==> config.mk <==
export PLATFORM = sky130hd
export DESIGN_NAME = ptr_addr_unit
export DESIGN_NICKNAME = d
export VERILOG_FILES = /design/src/rtl/ptr_addr_pkg.sv /design/src/rtl/ptr_pick.sv /design/src/rtl/ptr_step.sv /design/src/rtl/ptr_addr_unit.sv
export SDC_FILE = /design/constraint.sdc
export NUM_CORES = 1
export LEC_CHECK = 0
export BUFFER_PORTS_ARGS = -buffer_cell sky130_fd_sc_hd__buf_2
export CAP_MARGIN = 25
export CORE_MARGIN = 4
export CORE_UTILIZATION = 55
export CTS_CLUSTER_DIAMETER = 80
export DETAILED_ROUTE_END_ITERATION = 6
export MAX_ROUTING_LAYER = met4
export PLACE_DENSITY_LB_ADDON = 0.15
export SYNTH_ARGS = -nofsm -noshare
export SYNTH_HDL_FRONTEND = slang
export SYNTH_SLANG_ARGS = --single-unit
==> constraint.sdc <==
create_clock -name clk_i -period 2 [get_ports clk_i]
set_input_delay 0.4 -clock clk_i [delete_from_list [all_inputs] [get_ports clk_i]]
set_output_delay 0.4 -clock clk_i [all_outputs]
set_load 0.01 [all_outputs]
==> src/rtl/ptr_addr_pkg.sv <==
package ptr_addr_pkg;
  typedef enum logic [2:0] {
    OP_PTR  = 3'd0,
    OP_DIR  = 3'd1,
    OP_TBL  = 3'd2,
    OP_TBLX = 3'd3,
    OP_JMP  = 3'd4,
    OP_JMPX = 3'd5
  } op_e;

  typedef enum logic [1:0] {
    ADJ_NONE = 2'd0,
    ADJ_INC  = 2'd1,
    ADJ_DEC  = 2'd2
  } adj_e;

  localparam int unsigned NUM_PTR = 3;
  localparam logic [1:0]  SEL_Z   = 2'd2;
endpackage

==> src/rtl/ptr_pick.sv <==
module ptr_pick
  import ptr_addr_pkg::*;
#(
  parameter int unsigned BYTE_W = 8,
  localparam int unsigned PTR_W = 2 * BYTE_W
) (
  input  logic [2*NUM_PTR*BYTE_W-1:0] regs_i,
  input  logic [1:0]                  sel_i,
  input  logic [BYTE_W-1:0]           page_x_i,
  input  logic [BYTE_W-1:0]           page_y_i,
  input  logic [BYTE_W-1:0]           page_z_i,
  output logic [PTR_W-1:0]            ptr_o,
  output logic [BYTE_W-1:0]           page_o,
  output logic [PTR_W-1:0]            z_o
);
  logic [PTR_W-1:0]  pair [NUM_PTR];
  logic [BYTE_W-1:0] page [NUM_PTR];

  // higher-numbered register of each pair is the high byte
  for (genvar i = 0; i < NUM_PTR; i++) begin : g_pair
    assign pair[i] = regs_i[i*PTR_W +: PTR_W];
  end

  assign page[0] = page_x_i;
  assign page[1] = page_y_i;
  assign page[2] = page_z_i;

  logic [1:0] idx;
  assign idx    = (sel_i == 2'd3) ? SEL_Z : sel_i;
  assign ptr_o  = pair[idx];
  assign page_o = page[idx];
  assign z_o    = pair[NUM_PTR-1];
endmodule

==> src/rtl/ptr_step.sv <==
module ptr_step
  import ptr_addr_pkg::*;
#(
  parameter int unsigned BYTE_W = 8,
  localparam int unsigned PTR_W = 2 * BYTE_W,
  localparam int unsigned EXT_W = 3 * BYTE_W
) (
  input  logic [EXT_W-1:0] val_i,
  input  adj_e             adj_i,
  input  logic             wrap_ptr_i,
  output logic [EXT_W-1:0] nxt_o
);
  logic [EXT_W-1:0] sum;

  always_comb begin
    unique case (adj_i)
      ADJ_INC: sum = val_i + EXT_W'(1);
      ADJ_DEC: sum = val_i - EXT_W'(1);
      default: sum = val_i;
    endcase
    nxt_o = sum;
    // keep carry/borrow inside the pointer when no page is attached
    if (wrap_ptr_i) nxt_o[EXT_W-1:PTR_W] = val_i[EXT_W-1:PTR_W];
  end
endmodule

==> src/rtl/ptr_addr_unit.sv <==
module ptr_addr_unit
  import ptr_addr_pkg::*;
#(
  parameter int unsigned BYTE_W = 8,
  parameter bit          EXT_EN = 1'b1,
  localparam int unsigned PTR_W = 2 * BYTE_W,
  localparam int unsigned EXT_W = 3 * BYTE_W,
  localparam int unsigned JMP_W = EXT_W - 2,
  localparam int unsigned JXT_W = JMP_W - PTR_W,
  localparam int unsigned REG_W = 2 * NUM_PTR * BYTE_W
) (
  input  logic              clk_i,
  input  logic              rst_ni,
  input  logic              req_i,
  input  logic [2:0]        op_i,
  input  logic [1:0]        ptr_sel_i,
  input  logic [1:0]        adj_i,
  input  logic [REG_W-1:0]  regs_i,
  input  logic [PTR_W-1:0]  imm_i,
  input  logic [BYTE_W-1:0] page_x_i,
  input  logic [BYTE_W-1:0] page_y_i,
  input  logic [BYTE_W-1:0] page_z_i,
  input  logic [BYTE_W-1:0] page_d_i,
  input  logic [BYTE_W-1:0] jmp_ext_i,
  output logic              valid_o,
  output logic [EXT_W-1:0]  addr_o,
  output logic [BYTE_W-1:0] new_lo_o,
  output logic [BYTE_W-1:0] new_hi_o,
  output logic [BYTE_W-1:0] new_pg_o,
  output logic              we_lo_o,
  output logic              we_hi_o,
  output logic              we_pg_o
);
  op_e  op;
  adj_e adj;
  logic ptr_op, paged_op;

  assign op       = op_e'(op_i);
  assign ptr_op   = (op == OP_PTR) || (op == OP_TBL) || (op == OP_TBLX);
  assign paged_op = EXT_EN && ((op == OP_PTR) || (op == OP_TBLX));
  assign adj      = (ptr_op && (adj_i == ADJ_INC || adj_i == ADJ_DEC)) ? adj_e'(adj_i) : ADJ_NONE;

  logic [1:0]        sel_eff;
  logic [PTR_W-1:0]  ptr, z_ptr;
  logic [BYTE_W-1:0] page;

  assign sel_eff = (op == OP_TBL || op == OP_TBLX) ? SEL_Z : ptr_sel_i;

  ptr_pick #(.BYTE_W(BYTE_W)) u_pick (
    .regs_i   (regs_i),
    .sel_i    (sel_eff),
    .page_x_i (page_x_i),
    .page_y_i (page_y_i),
    .page_z_i (page_z_i),
    .ptr_o    (ptr),
    .page_o   (page),
    .z_o      (z_ptr)
  );

  logic [EXT_W-1:0] base, nxt;
  assign base = {(paged_op ? page : BYTE_W'(0)), ptr};

  ptr_step #(.BYTE_W(BYTE_W)) u_step (
    .val_i      (base),
    .adj_i      (adj),
    .wrap_ptr_i (!paged_op),
    .nxt_o      (nxt)
  );

  logic [EXT_W-1:0]  addr_d;
  logic [JXT_W-1:0]  jxt;
  logic [BYTE_W-1:0] pg_d;
  logic              we_p_d, we_g_d;

  assign jxt  = (EXT_EN && op == OP_JMPX) ? jmp_ext_i[JXT_W-1:0] : JXT_W'(0);
  assign pg_d = EXT_EN ? page_d_i : BYTE_W'(0);

  always_comb begin
    unique case (op)
      OP_PTR, OP_TBL, OP_TBLX: addr_d = (adj == ADJ_DEC) ? nxt : base;
      OP_DIR:                  addr_d = {pg_d, imm_i};
      OP_JMP, OP_JMPX:         addr_d = EXT_W'({jxt, z_ptr});
      default:                 addr_d = '0;
    endcase
  end

  assign we_p_d = (adj != ADJ_NONE);
  assign we_g_d = we_p_d && paged_op;

  logic              valid_q, we_p_q, we_g_q;
  logic [EXT_W-1:0]  addr_q, wb_q;

  always_ff @(posedge clk_i or negedge rst_ni) begin
    if (!rst_ni) begin
      valid_q <= 1'b0;
      we_p_q  <= 1'b0;
      we_g_q  <= 1'b0;
      addr_q  <= '0;
      wb_q    <= '0;
    end else begin
      valid_q <= req_i;
      if (req_i) begin
        we_p_q <= we_p_d;
        we_g_q <= we_g_d;
        addr_q <= addr_d;
        wb_q   <= nxt;
      end
    end
  end

  assign valid_o  = valid_q;
  assign addr_o   = addr_q;
  assign new_lo_o = wb_q[BYTE_W-1:0];
  assign new_hi_o = wb_q[PTR_W-1:BYTE_W];
  assign new_pg_o = EXT_EN ? wb_q[EXT_W-1:PTR_W] : BYTE_W'(0);
  assign we_lo_o  = valid_q && we_p_q;
  assign we_hi_o  = valid_q && we_p_q;
  assign we_pg_o  = valid_q && we_g_q;
endmodule

==> results by group, run 1 <==
Yosys
  – Synth Area in Simple Gates: 0.158
  – Avg Cell Area, Syn: 8.26 sq um
  – Synth area leader: dfrtp_1
  – Post-Synth XOR/XNOR Area: 0.0387
  – Netlist cell types: 62
  – Number of synthesized flops with an enable pin: 0
  – Top post-synthesis cells by area: dfrtp_1 28%, mux2i_1 11%, a21oi_1 6.9%
  – Cells after Synth: 548
  – Synth Cell Area: 0.00453 sq mm
  – Synth Flop Type: dfrtp_1
  – Largest family of logic cells by synthesized area: compound AO/OA/AOI/OAI gates
  – Register area share after synthesis: 0.282
  – Register bit count reported by yosys: 51
  – Net count after synthesis: 687
  – Fraction of the mapped netlist area in adder cells: 0.0707
  – Warning count from the yosys run: 0
  – Mux cell area share after synthesis: 0.117
  – Post-synthesis compound-gate area fraction: 0.292
  – Share of flip-flops with an asynchronous set or reset: 1.00
  – Synth top area share: 0.282

Clocking
  – Hold buffer count at CTS: 0
  – Num CTS Buffers: 5
  – CTS H-tree depth: 2
  – Clock tree root driver cell: clkbuf_8
  – Max clock buf depth: 2
  – Clock sinks: 51

Run status
  – Stage reached: global routing
  – First error message: [ERROR DPL-0038] Utilization greater than 100%, impossible to legalize
  – Status: aborted with a tool error

Floorplanning
  – Rows: 32
  – Die X: 98.7 um
  – Starting Density: 0.577
  – Die height: 98.7 um
  – IO Pins: 166

Timing
  – WEP type: register data pin
  – Worst_ep grt: addr_o[21]$_DFFE_PN0P_/D

Placement
  – Buffers on Ports: 163
  – DP HPWL: 14100 um
  – Gpl congestion: 1.02
  – DP Area: 0.00667 sq mm

Global route
  – Largest net degree at the start of global routing: 32
metrics by stage:
| step | worst slack [ns] | utilization | setup TNS (ns) | hold WS [ns] | cells |
|---|---|---|---|---|---|
| after floorplan | -1.23 | - | -37.79 | 0.104 | 548 |
| after global placement | -1.34 | 0.849 | -47.46 | 0.339 | 923 |
| after detailed placement | -1.41 | 0.849 | -51.53 | 0.349 | 923 |
| after CTS | -1.03 | 0.942 | -33.99 | 0.00335 | 959 |
cells by family after synthesis:
logic type	count (synthesis)
AO/OA/AOI/OAI	197
XOR/XNOR	20
adder cells (fa/ha/maj)	25
buffers and inverters	47
flip-flops	51
multiplexers	52
AND/OR/NAND/NOR	156
synth_stat cells, types with 6 or more instances:
cell type and count:
nor2_1 72, a21oi_1 62, dfrtp_1 51, mux2i_1 49, nand2_1 34, o21ai_0 31, ha_1 24, clkbuf_1 22
a22oi_1 17, inv_1 14, xnor2_1 14, a21o_1 12, a211oi_1 10, o221ai_1 8, o2bb2ai_1 8, nand2b_1 7
nand3_1 7, o21a_1 7, nor3_1 6, xor2_1 6
repair_timing:
| item | CTS |
|---|---|
| pin swaps | 57 |
| gates cloned | 3 |
| buffers inserted | 27 |
| resized for setup | 79 |
| endpoints found under the setup margin | 45 |
==> run 2: changes to the inputs <==
--- a/config.mk
+++ b/config.mk
@@ -8,10 +8,8 @@
 export BUFFER_PORTS_ARGS = -buffer_cell sky130_fd_sc_hd__buf_2
 export CAP_MARGIN = 25
 export CORE_MARGIN = 4
-export CORE_UTILIZATION = 55
-export CTS_CLUSTER_DIAMETER = 80
+export CORE_UTILIZATION = 40
 export DETAILED_ROUTE_END_ITERATION = 6
-export MAX_ROUTING_LAYER = met4
 export PLACE_DENSITY_LB_ADDON = 0.15
 export SYNTH_ARGS = -nofsm -noshare
 export SYNTH_HDL_FRONTEND = slang
==> run 2 against run 1 <==
  * The flow now finishes, with violations (setup timing)
  * Synthesized cell count stayed put
  * Area after synthesis unchanged
==> results by group, run 2 <==
Run status
  – Status: finished, violations left
  – Failing checks: setup timing

Yosys
  – Synth top area share: 0.282 (unchanged)
  – Top post-synthesis cells by area: dfrtp_1 28%, mux2i_1 11%, a21oi_1 6.9%
  – Synth Cell Area: 0.00453 sq mm (unchanged)
  – Register area share after synthesis: 0.282 (unchanged)
  – Largest family of logic cells by synthesized area: compound AO/OA/AOI/OAI gates
  – Post-Synth XOR/XNOR Area: 0.0387 (unchanged)
  – Avg Cell Area, Syn: 8.26 sq um (unchanged)
  – Mux cell area share after synthesis: 0.117 (unchanged)
  – Count leader, synth: nor2_1
  – Post-synthesis compound-gate area fraction: 0.292 (unchanged)
  – Synth Area in Simple Gates: 0.158 (unchanged)
  – Cells after Synth: 548 (unchanged)
  – Net count after synthesis: 687 (unchanged)
  – Number of synthesized flops with an enable pin: 0 (unchanged)
  – Most common library cells after synthesis: 72 x nor2_1, 62 x a21oi_1, 51 x dfrtp_1, 49 x mux2i_1, 34 x nand2_1
  – Warning count from the yosys run: 0 (unchanged)
  – Synth area leader: dfrtp_1
  – Fraction of the mapped netlist area in adder cells: 0.0707 (unchanged)
  – Share of flip-flops with an asynchronous set or reset: 1.00 (unchanged)
  – Register bit count reported by yosys: 51 (unchanged)
  – Synth Flop Type: dfrtp_1
  – Netlist cell types: 62 (unchanged)

Timing
  – Setup-failing EPs final: 47
  – Max Slew Vio Count: 0
  – Worst Tran Pin Value: 0.537 ns
  – Slew headroom: 0.638
  – Worst Slack Setup Final: -1.18 ns
  – Hold slack: 0.0378 ns
  – Fin Clk Skew: 0 ns
  – Peak Freq: 0.315 GHz
  – Tmin final: 3.18 ns
  – RSZ-0062 raised after global routing: yes
  – Period utilization: 1.59
  – Setup_tns: -40.55 ns
  – Final hold viol count: 0

Global route
  – First-pass GRT wire length: 30100 um
  – Largest net degree at the start of global routing: 33
  – Tot GR Track Use: 0.291
  – Vias in the first global route: 5937
  – GRT overflow: 0
  – Initial antenna violation count: 0

Clocking
  – CTS H-tree depth: 2 (unchanged)
  – Num CTS Buffers: 5 (unchanged)
  – Clock sinks: 51 (unchanged)
  – Max clock buf depth: 2 (unchanged)
  – CTS tree: done
  – CTS clk-pin slew, worst paths: 0.07 ns
  – Worst-skew pair later-pin latency: 0.30 ns
  – Clock tree root driver cell: clkbuf_16

Job
  – Max cap viols: 0

Worst setup path
  – Max stage delay cell, worst path: a2111o_1
  – Kind of critical path: in2reg
  – WP data required: 2.21 ns
  – Critical Path End Type: register
  – Crit-path cells: buf_6 > nor2b_4 > nor2_4 > nand3b_1 > ha_4 > buf_8 > ha_4 > a2111o_1 > a211oi_2 > o31ai_4 > a21oi_4 > buf_4 > buf_6 > xnor2_4 > buf_4 > mux2i_1 > o21ai_1
  – CP arrival: 3.39 ns
  – Worst setup SP type: input pin
  – Max incr delay on CP: 0.46 ns
  – Cell family with most CP delay: compound AO/OA/AOI/OAI gates
  – WP buf/inv: 5
  – Crit path max fanout: 5

Cells and area
  – Final Net Count: 1003
  – Multi-input combinational cell area: 0.00390 sq mm
  – Syn-to-layout area delta: 76.7%
  – Proportion of layout cells with a drive suffix above 1: 0.560
  – Most frequent cells in the layout: 159 x buf_2, 147 x buf_4, 60 x nor2_1
  – N_diodes: 0
  – Storage cell area: 0.00128 sq mm
  – Commonest non-fill, non-tap cell in the layout: buf_2
  – Post-layout util: 0.732
  – Fillers: 736

Placement
  – Gpl congestion: 0.916 (-10%)
  – DP HPWL: 13500 um (-4.0%)
  – Buffers on Ports: 163 (unchanged)

Floorplanning
  – Die area: 0.0131 sq mm
  – Die X: 114 um (+16%)
  – Die height: 114 um (+16%)
  – Starting Density: 0.414 (-0.163)
  – IO Pins: 166 (unchanged)
  – Core area: 0.0109 sq mm
  – Rows: 38 (+19%)

Route
  – Post-Route WL: 20500 um
  – 1st-iter DRT viols: 463
  – Detailed-route vias per instance: 5.82
  – Routed Antenna Nets: 0
  – First drt pass iteration count: 6
  – DR vias: 5854
  – DRC: 0
  – WL/cell: 20.4 um

Pwr
  – Power per cell area: 551 mW/mm^2
  – Leak: 3.88 nW
  – Tot Pwr: 4.41 mW
  – Worst vdd ir: 375 uV

Worst hold path
  – Hold Crit Class: in2async
## run 2: cell counts after synthesis
Identical to the previous run, type by type.
## run 2: cells by family (layout without fill, tap and decap cells)
| group | Yosys count | in the layout |
|---|---|---|
| compound gates | 197 | 197 |
| simple gates | 156 | 156 |
| mux | 52 | 52 |
| flops | 51 | 51 |
| buf+inv | 47 | 364 |
| fa+ha+maj | 25 | 25 |
| xor+xnor | 20 | 20 |
## run 2: layout make-up
| type | count | area share |
|---|---|---|
| inverters | 16 | 0.00876 |
| multi-input cells | 450 | 0.487 |
| clock buffers | 6 | 0.0161 |
| well taps | 140 | 0.0219 |
| flip-flops and latches | 51 | 0.160 |
| repair buffers | 340 | 0.299 |
| clock inverters | 2 | 0.00751 |
## run 2: routing by layer
metal  part of all wire  routed length (um)  global-route usage  up-vias
met5                  0                   0                   0        -
met4              0.040                 822               0.137        0
met3              0.081                1660              0.0529       70
met2               0.50               10300               0.511      315
met1               0.37                7680               0.340     2799
li1                   -                   -                   -     2670
## run 2: where the power goes
group	switching, mW	leakage, nW	internal, mW	total (mW)
clock	0.411	0.0911	0.719	1.13
sequential	0.0760	0.634	1.16	1.23
combinational	1.04	3.16	1.01	2.05
## run 2: per-stage QoR
stage,instances,worst slack [ns],area [sq um]
2_1_floorplan,548,-1.23,4830
3_5_place_dp,953,-1.40,6620
5_1_grt,1005,-1.28,8000
3_3_place_gp,953,-1.31,6620
4_1_cts,991,-0.985,7600
6_report,1005,-1.18,8000
## run 2: what timing repair did
item                                    4_1_cts  5_1_grt
pin swaps                                    74       64
buffers inserted                             28       21
hold buffers                                  0        0
endpoints found under the setup margin       47       47
cloned                                        3        0
resized for setup                           105       65
## run 2: path summary, 6_finish.rpt
check	to	cells after the start	slack, ns	from
max in group asynchronous	addr_o[5]$_DFFE_PN0P_	2	1.32	rst_ni
min in group clk_i	valid_o$_DFF_PN0_	1	0.33	req_i
setup reg to reg	addr_o[17]$_DFFE_PN0P_	3	0.98	addr_o[17]$_DFFE_PN0P_
hold / removal	wb_q[23]$_DFFE_PN0P_	1	0.04	rst_ni
hold reg to reg	addr_o[16]$_DFFE_PN0P_	2	0.48	addr_o[16]$_DFFE_PN0P_
setup / recovery	addr_o[13]$_DFFE_PN0P_	17	-1.18	op_i[0]
(Power assumes the default switching activity.)
==> run 3: changes to the inputs <==
--- a/config.mk
+++ b/config.mk
@@ -10,6 +10,7 @@
 export CORE_MARGIN = 4
 export CORE_UTILIZATION = 40
 export DETAILED_ROUTE_END_ITERATION = 6
+export HOLD_SLACK_MARGIN = 0.12
 export PLACE_DENSITY_LB_ADDON = 0.15
 export SYNTH_ARGS = -nofsm -noshare
 export SYNTH_HDL_FRONTEND = slang
==> run 3 against run 2 <==
  * The flow still finishes with violations (setup timing)
  * Global-route usage is the same
  * Fmax is 0.45% lower
  * Critical path type unchanged
  * Setup slack worse by 0.014 ns
  * Combinational power about the same
  * Sequential cell count did not move
  * Clock skew did not move
  * Critical path depth is the same
  * Final area grew 0.13%
  * Non-clock buffer count is 1 higher
  * Sequential power is essentially flat
==> results by group, run 3 (same netlist as run 2, synthesis figures left out) <==
Run status
  – Status: finished, violations left
  – Failing checks: setup timing

Worst hold path
  – Worst Hold Launch: req_i
  – Hold Crit Class: in2reg

Clocking
  – CTS H-tree depth: 2 (unchanged)
  – Max clock buf depth: 2 (unchanged)
  – Num CTS Buffers: 5 (unchanged)
  – Worst-skew pair later-pin latency: 0.30 ns (about the same)
  – CTS tree: done
  – CTS clk-pin slew, worst paths: 0.07 ns (about the same)
  – Clock tree root driver cell: clkbuf_16
  – Clock sinks: 51 (unchanged)

Floorplanning
  – Core area: 0.0109 sq mm (unchanged)
  – IO Pins: 166 (unchanged)
  – Die area: 0.0131 sq mm (unchanged)
  – Die height: 114 um (unchanged)
  – Rows: 38 (unchanged)
  – Die X: 114 um (unchanged)
  – Starting Density: 0.414 (unchanged)

Worst setup path
  – WP data required: 2.22 ns (about the same)
  – Critical Path End Type: register
  – Crit path max fanout: 5 (unchanged)
  – Reg2reg start: addr_o[17]$_DFFE_PN0P_
  – Max stage delay cell, worst path: a2111o_1
  – CP arrival: 3.41 ns (+0.02 ns)
  – Kind of critical path: in2reg
  – Critical Path Start: op_i[0]
  – Crit-path cells: buf_6 > nor2b_4 > nor2_4 > nand3b_1 > ha_4 > buf_8 > ha_4 > a2111o_1 > a211oi_2 > o31ai_4 > a21oi_4 > buf_4 > buf_6 > xnor2_4 > buf_4 > mux2i_1 > o21ai_1
  – Max incr delay on CP: 0.46 ns (about the same)
  – Worst setup SP type: input pin

Timing
  – Tmin final: 3.19 ns (+0.0145 ns)
  – Final hold viol count: 0 (unchanged)
  – Period utilization: 1.60 (+0.00723)
  – Setup-failing EPs final: 46 (-2.1%)
  – Hold slack: 0.329 ns (+0.291 ns)
  – Slew headroom: 0.637 (-0.00117)
  – Worst Slack Setup Final: -1.19 ns (-0.0145 ns)
  – Fin Clk Skew: 0 ns (unchanged)
  – Setup_tns: -40.45 ns (+0.100 ns)
  – Peak Freq: 0.313 GHz (-0.45%)
  – Worst Tran Pin Value: 0.538 ns (+0.00173 ns)
  – RSZ-0062 raised after global routing: yes
  – Max Slew Vio Count: 0 (unchanged)

Route
  – First drt pass iteration count: 5 (-1)
  – Post-Route WL: 20500 um (about the same)
  – DR vias: 5861 (+0.12%)
  – Detailed-route vias per instance: 5.83 (about the same)
  – Routed Antenna Nets: 0 (unchanged)
  – WL/cell: 20.4 um (-0.19%)
  – 1st-iter DRT viols: 459 (-0.86%)
  – DRC: 0 (unchanged)

Job
  – Max cap viols: 0 (unchanged)

Pwr
  – Leak: 3.89 nW (+0.11%)
  – Worst vdd ir: 375 uV (about the same)
  – Power per cell area: 551 mW/mm^2 (about the same)

Global route
  – Largest net degree at the start of global routing: 33 (unchanged)
  – Initial antenna violation count: 0 (unchanged)
  – Tot GR Track Use: 0.291 (unchanged)
  – Grt met2 use: 0.511 (unchanged)
  – First-pass GRT wire length: 30100 um (unchanged)
  – GRT overflow: 0 (unchanged)
  – Met1 GRT Util: 0.340 (about the same)
  – Met3 Usage GRT: 0.0523 (-0.000529)
  – Busiest grt layer: met2
  – Vias in the first global route: 5937 (unchanged)

Cells and area
  – N_diodes: 0 (unchanged)
  – Syn-to-layout area delta: 76.9%
  – Proportion of layout cells with a drive suffix above 1: 0.559 (-0.000646)
  – Fin area: 0.00801 sq mm (+0.13%)
  – Commonest non-fill, non-tap cell in the layout: buf_2
  – Layout Cells excl Fill: 1006 (+0.10%)
  – Final Net Count: 1004 (+0.10%)
  – Most frequent cells in the layout: 159 x buf_2, 147 x buf_4, 60 x nor2_1
  – Fillers: 735 (-0.14%)
  – Post-layout util: 0.732 (+0.000915)

Placement
  – DP Area: 0.00662 sq mm (unchanged)
  – Gpl congestion: 0.916 (unchanged)
  – Buffers on Ports: 163 (unchanged)
  – DP HPWL: 13500 um (unchanged)
  – Placed insts: 953 (unchanged)
## run 3: metal layers
metal  up-vias  wire [um]
li1       2666          -
met4         0        850
met3        76       1520
met5         -          0
met1      2809       7720
met2       310      10400
## run 3: cell type report
type / instances / area (sq um) / area share
multi-input combinational: 450 / 3900 / 0.487
timing repair buffer: 341 / 2400 / 0.300
sequential: 51 / 1280 / 0.159
tap: 140 / 175 / 0.0219
clock buffer: 6 / 129 / 0.0161
inverter: 16 / 70.1 / 0.00875
clock inverter: 2 / 60.1 / 0.00750
## run 3: metrics by stage
stage	worst slack (ns)	power (mW)
floorplan	-1.23	2.10
global placement	-1.31	2.77
CTS	-0.985	4.20
global route	-1.28	4.61
detailed placement	-1.40	2.81
finish	-1.19	4.42
## run 3: worst paths after layout
| check | to | slack, ns | depth (start not counted) |
|---|---|---|---|
| worst max-delay path | addr_o[13]$_DFFE_PN0P_ | -1.19 | 17 |
| max in group asynchronous | addr_o[5]$_DFFE_PN0P_ | 0.79 | 3 |
| min in group asynchronous | wb_q[23]$_DFFE_PN0P_ | 0.57 | 2 |
| worst min register to register | addr_o[16]$_DFFE_PN0P_ | 0.48 | 2 |
| worst min-delay path | valid_o$_DFF_PN0_ | 0.33 | 1 |
| worst max register to register | addr_o[17]$_DFFE_PN0P_ | 0.95 | 3 |
## run 3: what timing repair did
item | in CTS | in global routing
pin swaps | 74 | 64
setup buffers | 28 | 21
gates resized for setup | 105 | 65
gates cloned | 3 | 0
hold buffers | 1 | 0
hold endpoints to repair | 16 | 0
setup endpoints to repair | 47 | 47
## run 3: power breakdown
group	switching, mW	total [mW]	internal (mW)
clock	0.414	1.13	0.719
combinational	1.04	2.05	1.01
sequential	0.0760	1.23	1.16
## run 3: critical path: cells and delay by family
kind                     cells  cell delay, ns
buffers and inverters        5            0.62
AO/OA/AOI/OAI                5            1.29
multiplexers                 1            0.06
AND/OR/NAND/NOR              3            0.42
XOR/XNOR                     1            0.12
adder cells (fa/ha/maj)      2            0.49
==> run 4: changes to the inputs <==
--- a/config.mk
+++ b/config.mk
@@ -5,6 +5,7 @@
 export SDC_FILE = /design/constraint.sdc
 export NUM_CORES = 1
 export LEC_CHECK = 0
+export ABC_AREA = 1
 export BUFFER_PORTS_ARGS = -buffer_cell sky130_fd_sc_hd__buf_2
 export CAP_MARGIN = 25
 export CORE_MARGIN = 4
==> run 4 against run 3 <==
  * The run still ends with setup timing left
  * Clock power down 12%
  * Critical path depth up 8
  * Synthesized cell count is 42% higher
  * Via count up 31%
  * Global-route usage is 3.6 points higher
  * Fmax is 11% higher
  * Sequential share of layout area decreased by 2.8 points
  * Final area rose by 22%
  * Largest cell class unchanged
  * Largest power group unchanged
==> results by group, run 4 <==
Cells and area
  – Final Net Count: 1292 (+29%)
  – Post-layout util: 0.808 (+0.0753)
  – Proportion of layout cells with a drive suffix above 1: 0.598 (+0.0387)
  – Fin area: 0.00974 sq mm (+22%)
  – Syn-to-layout area delta: 97.5%
  – Most frequent cells in the layout: 216 x nand2_1, 180 x buf_4, 160 x buf_2
  – N_diodes: 0 (unchanged)
  – Commonest non-fill, non-tap cell in the layout: nand2_1

Pwr
  – Sequential share of power: 0.254 (-0.025)
  – Sw frac: 0.392 (+0.0454)
  – Tot Pwr: 4.87 mW (+10%)
  – Switching power total: 1.91 mW (+25%)
  – Clk pwr share: 0.204 (-0.053)
  – Internal power: 2.96 mW (+2.6%)
  – Power share of the combinational group: 0.543 (+0.079)
  – Worst vdd ir: 355 uV (-5.3%)
  – Power per cell area: 500 mW/mm^2 (-9.3%)
  – Leak: 4.91 nW (+26%)

Yosys
  – Netlist cell types: 41 (-34%)
  – Avg Cell Area, Syn: 6.34 sq um (-23%)
  – Number of synthesized flops with an enable pin: 0 (unchanged)
  – Most common library cells after synthesis: 282 x nand2_1, 67 x inv_1, 54 x a21oi_1, 51 x dfrtp_1, 51 x o21ai_0
  – Synth area leader: dfrtp_1
  – Share of flip-flops with an asynchronous set or reset: 1.00 (unchanged)
  – Count leader, synth: nand2_1
  – Net count after synthesis: 917 (+33%)
  – Synth Cell Area: 0.00493 sq mm (+9.0%)
  – Register bit count reported by yosys: 51 (unchanged)
  – Cells after Synth: 778 (+42%)
  – Top post-synthesis cells by area: dfrtp_1 26%, nand2_1 21%, ha_1 6.1%
  – Register area share after synthesis: 0.259 (-0.0232)
  – Synth top area share: 0.259 (-0.0232)
  – Synth Flop Type: dfrtp_1
  – Warning count from the yosys run: 0 (unchanged)

Global route
  – Vias in the first global route: 7068 (+19%)
  – First-pass GRT wire length: 36700 um (+22%)
  – Largest net degree at the start of global routing: 37 (+12%)
  – Tot GR Track Use: 0.327 (+0.0357)
  – GRT overflow: 0 (unchanged)
  – Initial antenna violation count: 0 (unchanged)

Placement
  – Buffers on Ports: 163 (unchanged)
  – Gpl congestion: 0.942 (+2.8%)
  – DP Area: 0.00718 sq mm (+8.5%)
  – DP HPWL: 16400 um (+21%)
  – Place WS: -1.36 ns (+0.0437 ns)

Clocking
  – CTS clk-pin slew, worst paths: 0.06 ns (about the same)
  – CTS tree: done
  – Clock tree root driver cell: clkbuf_16
  – Max clock buf depth: 2 (unchanged)
  – Worst-skew pair later-pin latency: 0.30 ns (about the same)
  – CTS H-tree depth: 2 (unchanged)
  – Num CTS Buffers: 5 (unchanged)
  – Clock sinks: 51 (unchanged)

Route
  – WL/cell: 21.2 um (+3.9%)
  – Detailed-route vias per instance: 5.81 (-0.34%)
  – Routed Antenna Nets: 0 (unchanged)
  – DR vias: 7670 (+31%)
  – DRC: 0 (unchanged)
  – First drt pass iteration count: 5 (unchanged)
  – Post-Route WL: 27900 um (+36%)
  – 1st-iter DRT viols: 746 (+63%)

Timing
  – Final hold viol count: 0 (unchanged)
  – Period utilization: 1.44 (-0.157)
  – Slew headroom: 0.685 (+0.0475)
  – Worst Slack Setup Final: -0.880 ns (+0.314 ns)
  – Max Slew Vio Count: 0 (unchanged)
  – Tmin final: 2.88 ns (-0.314 ns)
  – Fin Clk Skew: 0 ns (unchanged)
  – Worst Tran Pin Value: 0.473 ns (-0.0656 ns)
  – Peak Freq: 0.347 GHz (+11%)
  – RSZ-0062 raised after global routing: yes
  – Setup-failing EPs final: 47 (+2.2%)

Floorplanning
  – Die area: 0.0142 sq mm (+8.3%)
  – IO Pins: 166 (unchanged)
  – Die height: 119 um (+4.1%)
  – Core area: 0.0121 sq mm (+10%)
  – Die X: 119 um (+4.1%)
  – Starting Density: 0.409 (-0.00505)
  – Rows: 40 (+5.3%)

Worst setup path
  – Crit path max fanout: 9 (+4)
  – Kind of critical path: in2reg
  – Worst setup SP type: input pin
  – Critical Path End Type: register
  – WP data required: 2.19 ns (-0.03 ns)
  – CP arrival: 3.07 ns (-0.34 ns)

Run status
  – Status: finished, violations left
  – Failing checks: setup timing

Job
  – Max cap viols: 0 (unchanged)

Worst hold path
  – Hold Crit Class: in2reg
==> run 4: power groups by stage <==
stage          clock [mW]  combinational, mW  sequential [mW]
2_1_floorplan           0              0.763             1.31
3_3_place_gp            0               1.70             1.25
3_5_place_dp            0               1.71             1.25
4_1_cts             0.993               2.26             1.23
5_1_grt              1.04               2.78             1.25
6_report            0.991               2.64             1.24
==> run 4: layout make-up <==
type / instances / area, sq um
Clock inverter: 2 / 37.5
Inverter: 75 / 330
Fill cell: 752 / 2320
Sequential cell: 51 / 1280
Clock buffer: 5 / 125
Tap cell: 168 / 210
Timing Repair Buffer: 401 / 3030
Multi-Input combinational cell: 619 / 4730
==> run 4: worst paths after layout <==
path	cells past startpoint	slack, ns	to	startpoint
min in group asynchronous	2	0.59	addr_o[3]$_DFFE_PN0P_	rst_ni
worst min-delay path	5	0.40	addr_o[22]$_DFFE_PN0P_	page_d_i[6]
worst max-delay path	25	-0.88	addr_o[15]$_DFFE_PN0P_	op_i[1]
worst min register to register	2	0.47	addr_o[12]$_DFFE_PN0P_	addr_o[12]$_DFFE_PN0P_
worst max register to register	2	1.27	wb_q[6]$_DFFE_PN0P_	wb_q[6]$_DFFE_PN0P_
max in group asynchronous	3	0.79	wb_q[5]$_DFFE_PN0P_	rst_ni
==> run 4: metrics by stage <==
| step | TNS (ns) | cells | hold WS (ns) |
|---|---|---|---|
| global placement | -51.35 | 1243 | 0.376 |
| global route | -36.63 | 1321 | 0.411 |
| CTS | -22.74 | 1297 | 0.391 |
| floorplan | -21.35 | 778 | 0.104 |
| detailed placement | -52.94 | 1243 | 0.374 |
| finish | -32.03 | 1321 | 0.402 |
==> run 4: critical path, stage by stage <==
cell and delay, ns:
buf_12 0.12, inv_16 0.03, nand2_8 0.06, nand2_8 0.08, nor3_4 0.26, ha_4 0.25, buf_4 0.14, buf_12 0.14
ha_4 0.20, nand2_4 0.09, nor2_4 0.15, inv_2 0.07, nor3_4 0.18, nand2_2 0.11, nand2_2 0.10, buf_4 0.11
nand2_2 0.06, nand2_1 0.07, nand2_1 0.06, nand3_2 0.08, nand3_1 0.07, nand2_1 0.06, nand2_1 0.05, nand2_1 0.06
nand2_1 0.05
==> run 4: logic make-up after synthesis <==
group / count (synthesis) / synth area share
AOI/OAI and AO/OA: 166 / 0.199
xor gates and xnor gates: 12 / 0.0213
adders and majority gates: 25 / 0.0649
buffers and inverters: 108 / 0.104
DFF: 51 / 0.259
muxes: 2 / 0.00406
and+or+nand+nor: 414 / 0.347
==> run 4: what timing repair did <==
item                                    4_1_cts  5_1_grt
gates cloned                                  4        1
endpoints found under the setup margin       46       48
gates resized for setup                     310      108
pin swaps                                   101       97
hold endpoints to repair                     19        0
buffers inserted                             52       33
hold buffers                                  1        0
==> run 4: layer usage <==
metal,part of all wire,track usage,vias up,routed length [um]
met4,0.067,0.134,0,1880
li1,-,-,3328,-
met2,0.46,0.538,578,12900
met3,0.10,0.0755,174,2930
met5,0,0,-,0
met1,0.37,0.411,3590,10200
